### src/rtl/approx_pkg.sv
package approx_pkg;

    typedef enum logic [1:0] {
        MODE_LOA    = 2'd0,
        MODE_NOAND  = 2'd1,
        MODE_CONST  = 2'd2,
        MODE_HYBRID = 2'd3
    } mode_e;

    function automatic logic fa_sum(input logic x, input logic y, input logic ci);
        return x ^ y ^ ci;
    endfunction

    function automatic logic fa_carry(input logic x, input logic y, input logic ci);
        return (x & y) | (ci & (x ^ y));
    endfunction

endpackage

### src/rtl/approx_lower.sv
module approx_lower
    import approx_pkg::*;
#(
    parameter int    L    = 8,
    parameter mode_e MODE = MODE_HYBRID,
    parameter int    C    = 2
) (
    input  logic [L-1:0] a_lo,
    input  logic [L-1:0] b_lo,
    output logic [L-1:0] s_lo,
    output logic         cin_hi
);

    logic [L-1:0] or_vec;
    assign or_vec = a_lo | b_lo;

    generate
        if (MODE == MODE_NOAND) begin : g_cin_zero
            assign cin_hi = 1'b0;
        end else begin : g_cin_and
            assign cin_hi = a_lo[L-1] & b_lo[L-1];
        end

        if (MODE == MODE_HYBRID) begin : g_hybrid
            logic top_x;
            logic red_on;
            assign top_x  = a_lo[L-1] ^ b_lo[L-1];
            assign red_on = a_lo[L-2] & b_lo[L-2];
            always_comb begin
                s_lo      = or_vec;
                s_lo[L-1] = top_x;
                if (red_on) begin
                    if (!top_x) begin
                        s_lo[L-1] = 1'b1;
                        s_lo[L-2] = 1'b0;
                    end else begin
                        for (int i = 0; i <= L - 2; i++) s_lo[i] = 1'b1;
                    end
                end
            end
        end else if (MODE == MODE_CONST) begin : g_const
            always_comb begin
                s_lo = or_vec;
                for (int i = 0; i < C; i++) s_lo[i] = 1'b1;
            end
        end else begin : g_plain
            assign s_lo = or_vec;
        end
    endgenerate

endmodule

### src/rtl/exact_ripple.sv
module exact_ripple
    import approx_pkg::*;
#(
    parameter int H = 8
) (
    input  logic [H-1:0] a_hi,
    input  logic [H-1:0] b_hi,
    input  logic         cin,
    output logic [H-1:0] s_hi,
    output logic         cout
);

    logic [H:0] cy;
    assign cy[0] = cin;

    generate
        for (genvar i = 0; i < H; i++) begin : g_cell
            assign s_hi[i]   = fa_sum(a_hi[i], b_hi[i], cy[i]);
            assign cy[i+1]   = fa_carry(a_hi[i], b_hi[i], cy[i]);
        end
    endgenerate

    assign cout = cy[H];

endmodule

### src/rtl/approx_split_adder.sv
module approx_split_adder
    import approx_pkg::*;
#(
    parameter int    N    = 16,
    parameter int    L    = 8,
    parameter mode_e MODE = MODE_HYBRID,
    parameter int    C    = 2
) (
    input  logic [N-1:0] a_in,
    input  logic [N-1:0] b_in,
    output logic [N-1:0] sum_out,
    output logic         carry_out
);

    localparam int H = N - L;

    generate
        if (L < 2 || L >= N || C > L - 1) begin : g_bad_params
            $error("approx_split_adder: parameter combination out of range");
        end
    endgenerate

    logic cin_pred;

    approx_lower #(.L(L), .MODE(MODE), .C(C)) u_lower (
        .a_lo   (a_in[L-1:0]),
        .b_lo   (b_in[L-1:0]),
        .s_lo   (sum_out[L-1:0]),
        .cin_hi (cin_pred)
    );

    exact_ripple #(.H(H)) u_upper (
        .a_hi (a_in[N-1:L]),
        .b_hi (b_in[N-1:L]),
        .cin  (cin_pred),
        .s_hi (sum_out[N-1:L]),
        .cout (carry_out)
    );

endmodule


### config.mk
export PLATFORM = sky130hd
export DESIGN_NAME = approx_split_adder
export DESIGN_NICKNAME = d
export VERILOG_FILES = /design/src/rtl/approx_pkg.sv /design/src/rtl/approx_lower.sv /design/src/rtl/exact_ripple.sv /design/src/rtl/approx_split_adder.sv
export SDC_FILE = /design/constraint.sdc
export NUM_CORES = 1
export LEC_CHECK = 0
export BUFFER_PORTS_ARGS = -buffer_cell sky130_fd_sc_hd__clkbuf_2
export CORE_AREA = 2 2 39 41
export DETAILED_ROUTE_END_ITERATION = 8
export DIE_AREA = 0 0 41 43
export PLACE_DENSITY = 0.7
export SLEW_MARGIN = 20
export SYNTH_ARGS = -nofsm -noshare
export SYNTH_HDL_FRONTEND = slang
export SYNTH_SLANG_ARGS = --single-unit
### constraint.sdc
create_clock -name vclk -period 3.4
set_input_delay 0.17 -clock vclk [all_inputs]
set_output_delay 0.17 -clock vclk [all_outputs]
set_load 0.05 [all_outputs]
**After elaboration in Yosys (flattened, before gate mapping)**

Cells that the tools add are included.

- Equality and inequality tests: 0
- Add/subtract/negate cells: 0
- Reduce and logical (&&, ||, !) cells: 0
- Magnitude comparators: 0
- Multiply operators: 0
- Divide/modulo/power cells: 0
- Bitwise logic cells: 44
- Shift-type cells: 0
- Muxes and demuxes: 3

Operator list:

| cell | number |
|---|---|
| 1-bit bitwise AND | 18 |
| 1-bit XOR | 17 |
| 8-bit 2-to-1 mux | 1 |
| 1-bit OR | 8 |
| 7-bit OR | 1 |
| 6-bit 2-to-1 mux | 1 |
| 1-bit 2-to-1 mux | 1 |

- Bits of input ports: 32
- Register bits: 0
- Bits in writable memories: 0
- Bits in latches: 0
- Memory bits (read-only): 0
- Memories kept: 0
- Output and inout port bits: 17
- Word-level logic and storage cells: 47

**Logic depth before layout (Yosys ltp)**

- Depth after elaboration: 17
- Gate-level depth with buffers: 13
- Mapped depth without buffers: 13

**Hierarchy**

A second synthesis with hierarchy kept.

- Cells, all modules: 29
- Area, all modules: 282.8 um^2

By module, submodules not included:

| module | seq. area each (um^2) | cells each | times used | area an instance (um^2) |
|---|---|---|---|---|
| exact_ripple | 0.0 | 18 | 1 | 197.7 |
| approx_lower | 0.0 | 11 | 1 | 85.1 |

**Worst setup path before layout**

No wires, ideal clock.

- Path kind: input port to output port
- From: input port a_in[7]
- To: output port sum_out[15]
- Data arrival time: 3403 ps
- Required time: 3230 ps
- Cell stages on the path: 13
- Path buffers: 0
- Setup slack: -173 ps
- Cell sequence: ha_1 -> inv_1 -> fa_1 -> fa_1 -> inv_1 -> fa_1 -> fa_1 -> fa_1 -> fa_1 -> fa_1 -> inv_1 -> fa_1 -> inv_1

- Word-level cells in the longest chain between the ends: 16

RTL lines:

| element | RTL line | text |
|---|---|---|
| from (decl) | approx_split_adder.sv:9 | `input logic [N-1:0] a_in,` |
| 1-bit bitwise AND | approx_lower.sv:21 | `assign cin_hi = a_lo[L-1] & b_lo[L-1];` |
| 1-bit bitwise AND | approx_pkg.sv:15 | `return (x & y) \| (ci & (x ^ y));` |
| 1-bit OR | approx_pkg.sv:15 |  |
| 1-bit bitwise AND | approx_pkg.sv:15 |  |
| 1-bit OR | approx_pkg.sv:15 |  |
| 1-bit bitwise AND | approx_pkg.sv:15 |  |
| 1-bit OR | approx_pkg.sv:15 |  |
| 1-bit bitwise AND | approx_pkg.sv:15 |  |
| 1-bit OR | approx_pkg.sv:15 |  |
| 1-bit bitwise AND | approx_pkg.sv:15 |  |
| 1-bit OR | approx_pkg.sv:15 |  |
| 1-bit bitwise AND | approx_pkg.sv:15 |  |
| 1-bit OR | approx_pkg.sv:15 |  |
| 1-bit bitwise AND | approx_pkg.sv:15 |  |
| 1-bit OR | approx_pkg.sv:15 |  |
| 1-bit XOR | approx_pkg.sv:11 | `return x ^ y ^ ci;` |
| to (decl) | approx_split_adder.sv:11 | `output logic [N-1:0] sum_out,` |

No other way between the ends.

**Worst setup path in the final report**

Same ends and word-level chain as after synthesis.

==> flow_results.xml <==
<?xml version="1.0" encoding="UTF-8"?>
<metrics>
  <group name="layout">
    <metric name="fillerInstances" unit="">139</metric>
    <metric name="area_growth_syn_to_layout" unit="%">103</metric>
    <metric name="final_cell_mix" unit="">sky130_fd_sc_hd__clkbuf_2 (48), sky130_fd_sc_hd__inv_1 (11), sky130_fd_sc_hd__or3_1 (6), sky130_fd_sc_hd__fa_2 (6), sky130_fd_sc_hd__fa_1 (2)</metric>
    <metric name="antenna_cells" unit="">0</metric>
    <metric name="num_sequential" unit="">0</metric>
    <metric name="regArea" unit="µm²">0</metric>
    <metric name="num-nets-final" unit="">124</metric>
    <metric name="mostFrequentLayoutCell" unit="">sky130_fd_sc_hd__clkbuf_2</metric>
    <metric name="post_layout_nonfiller_instances" unit="">97</metric>
    <metric name="layout-drive-gt1-share" unit="%">72.8</metric>
    <metric name="final.clkbuf_count" unit="">0</metric>
  </group>
  <group name="logic_synthesis">
    <metric name="syn-num-nets" unit="">73</metric>
    <metric name="synth.area.top_cells" unit="">sky130_fd_sc_hd__fa_1 (54%), sky130_fd_sc_hd__inv_1 (17%), sky130_fd_sc_hd__or3_1 (13%)</metric>
    <metric name="fraction_of_synthesized_cell_area_taken_by_the_top_area_cell_type" unit="%">54.5</metric>
    <metric name="synthDominantAreaCellType" unit="">sky130_fd_sc_hd__fa_1</metric>
    <metric name="seq_area_frac_synth" unit="%">0</metric>
    <metric name="synth_cells" unit="">32</metric>
    <metric name="synth.distinct_cells" unit="">8</metric>
    <metric name="post_syn_area" unit="µm²">294</metric>
    <metric name="postSynthAreaPerCell" unit="µm²">9.19</metric>
    <metric name="yosysWarnings" unit="">0</metric>
  </group>
  <group name="pwr">
    <metric name="switching_pwr" unit="µW">130</metric>
    <metric name="finalPower" unit="µW">188</metric>
    <metric name="power.clock.fraction" unit="%">0</metric>
    <metric name="ir_worst_vdd" unit="mV">0.124</metric>
    <metric name="internal_power" unit="µW">57.6</metric>
    <metric name="power.sequential.fraction" unit="%">0</metric>
    <metric name="power.share.switching" unit="%">69.3</metric>
    <metric name="power_density" unit="mW/mm²">314</metric>
    <metric name="power.share.combinational" unit="%">100.0</metric>
    <metric name="power.leakage" unit="µW">0.000355</metric>
  </group>
  <group name="placement">
    <metric name="place.detailed.hpwl" unit="µm">766</metric>
    <metric name="dp_cells" unit="">97</metric>
    <metric name="globalplace.congestion" unit="">0.644</metric>
    <metric name="number_of_buffer_cells_added_on_primary_ports" unit="">49</metric>
  </group>
  <group name="global_routing">
    <metric name="maximum_number_of_pins_on_one_net_before_global_route_repair" unit="">7</metric>
    <metric name="grt_pass1_wl" unit="µm">966</metric>
    <metric name="grt_overflow_total" unit="">0</metric>
    <metric name="grt_usage" unit="%">7.49</metric>
    <metric name="first_global_vias" unit="">266</metric>
    <metric name="antenna_violations_before_repair" unit="">0</metric>
  </group>
  <group name="min_path">
    <metric name="hp-start" unit="">a_in[5]</metric>
    <metric name="worstHoldPathCells" unit="">3</metric>
    <metric name="hold_class" unit="">in2out</metric>
  </group>
  <group name="cts">
    <metric name="post-cts-setup-buffers" unit="">0</metric>
    <metric name="cts_hold_buffers" unit="">0</metric>
  </group>
  <group name="run">
    <metric name="timing.max_cap.violations" unit="">0</metric>
  </group>
  <group name="worst_setup_path">
    <metric name="endpoint_kind" unit="">output port</metric>
    <metric name="critical_path_class" unit="">in2out</metric>
    <metric name="worst-endpoint-arrival" unit="ns">3.33</metric>
    <metric name="crit_path_start" unit="">a_in[7]</metric>
    <metric name="crit_path_start_kind" unit="">primary input</metric>
    <metric name="crit_path_required_time" unit="ns">3.23</metric>
    <metric name="critPathMaxFanout" unit="">1</metric>
  </group>
  <group name="drt">
    <metric name="ant_nets" unit="">0</metric>
    <metric name="vias" unit="">393</metric>
    <metric name="detail_route.wl_per_cell" unit="µm">7.88</metric>
    <metric name="detail_route.iter0.violations" unit="">1</metric>
    <metric name="drt_wirelength" unit="µm">764</metric>
    <metric name="drc" unit="">0</metric>
    <metric name="drt-vias-per-instance" unit="">4.05</metric>
    <metric name="first_pass_iters" unit="">2</metric>
  </group>
  <group name="die">
    <metric name="placeableCoreArea" unit="mm²">0.00138</metric>
    <metric name="floorplan.die_area" unit="mm²">0.00176</metric>
    <metric name="die_w" unit="µm">41</metric>
    <metric name="chipHeight" unit="µm">43</metric>
    <metric name="num_io_pins" unit="">49</metric>
    <metric name="rows" unit="">14</metric>
    <metric name="initial_utilization" unit="%">21.2</metric>
  </group>
  <group name="outcome">
    <metric name="outcome" unit="">complete, but fails checks</metric>
    <metric name="violations_in_the_final_reports" unit="">negative setup slack</metric>
  </group>
  <group name="sta">
    <metric name="final.setup.worst_slack" unit="ns">-0.0999</metric>
    <metric name="max-slew-margin-rel" unit="%">81.2</metric>
    <metric name="min_period_over_period" unit="%">103</metric>
    <metric name="final.min_clock_period" unit="ns">3.50</metric>
    <metric name="finalHoldViolations" unit="">0</metric>
    <metric name="final-max-slew-violation-count" unit="">0</metric>
    <metric name="timing_worst_slew_pin_value" unit="ns">0.283</metric>
    <metric name="grt_setup_unrepaired" unit="">yes</metric>
    <metric name="finalSetupViolCount" unit="">1</metric>
    <metric name="fmax" unit="GHz">0.286</metric>
  </group>
</metrics>
power groups by stage:
stage | registers (µW) | clock network [µW] | logic, µW
after floorplan | 0 | 0 | 142
after global placement | 0 | 0 | 177
after detailed placement | 0 | 0 | 178
after CTS | 0 | 0 | 190
after global routing | 0 | 0 | 202
final | 0 | 0 | 188
routing by layer:
layer | up-vias | track usage (%) | wire (µm)
li1 | 194 | - | -
met1 | 162 | 7.26 | 204
met2 | 37 | 16.3 | 395
met3 | 0 | 0 | 164
met4 | 0 | 0 | 0
met5 | - | 0 | 0
final cells by class:
| class | count | area, µm² | area share, % |
|---|---|---|---|
| tap | 16 | 20.0 | 3.35 |
| inverter | 13 | 52.6 | 8.79 |
| multi-input combinational | 19 | 260 | 43.5 |
| timing repair buffer | 49 | 265 | 44.4 |
cells in the mapped netlist, drive strengths merged:
cell type	number
or3	6
fa	8
inv	13
o21a	1
ha	1
a21o	1
and3	1
nand3b	1
repair_timing:
action	CTS	global route
resized for setup	6	0
pin swaps	2	0
setup endpoints to repair	1	1
path summary, 6_finish.rpt:
kind,end,slack (ns)
worst min-delay path,sum_out[5],0.76
worst max-delay path,sum_out[15],-0.1
critical path: stages:
cell and delay (ns):
sky130_fd_sc_hd__clkbuf_2 0.08, sky130_fd_sc_hd__ha_1 0.18, sky130_fd_sc_hd__inv_1 0.06, sky130_fd_sc_hd__fa_2 0.18
sky130_fd_sc_hd__fa_1 0.15, sky130_fd_sc_hd__inv_1 0.05, sky130_fd_sc_hd__fa_2 0.33, sky130_fd_sc_hd__fa_2 0.34
sky130_fd_sc_hd__fa_2 0.34, sky130_fd_sc_hd__fa_2 0.34, sky130_fd_sc_hd__fa_2 0.34, sky130_fd_sc_hd__inv_2 0.06
sky130_fd_sc_hd__fa_1 0.44, sky130_fd_sc_hd__clkinvlp_4 0.10, sky130_fd_sc_hd__clkbuf_16 0.15
cell families (layout without fill, tap and decap cells):
logic type | Yosys count | after routing | share of synthesized area, %
AND/OR/NAND/NOR | 8 | 8 | 19.2
adder cells (fa/ha/maj) | 9 | 9 | 58.7
buffers and inverters | 13 | 62 | 16.6
AO/OA/AOI/OAI | 2 | 2 | 5.53
metrics by stage:
stage | hold slack, ns | utilization, % | setup TNS (ns) | worst slack [ns] | area (µm²)
final | 0.756 | 43.2 | -0.0999 | -0.0999 | 598
after global routing | 0.782 | 43.2 | -0.222 | -0.222 | 598
after CTS | 0.758 | 43.2 | -0.118 | -0.118 | 598
after detailed placement | 0.758 | 41.4 | -0.281 | -0.281 | 573
after global placement | 0.758 | 41.4 | -0.250 | -0.250 | 573
after floorplan | 0.597 | - | 0 | 0.00796 | 308
Power figures use the tool's default switching activity.
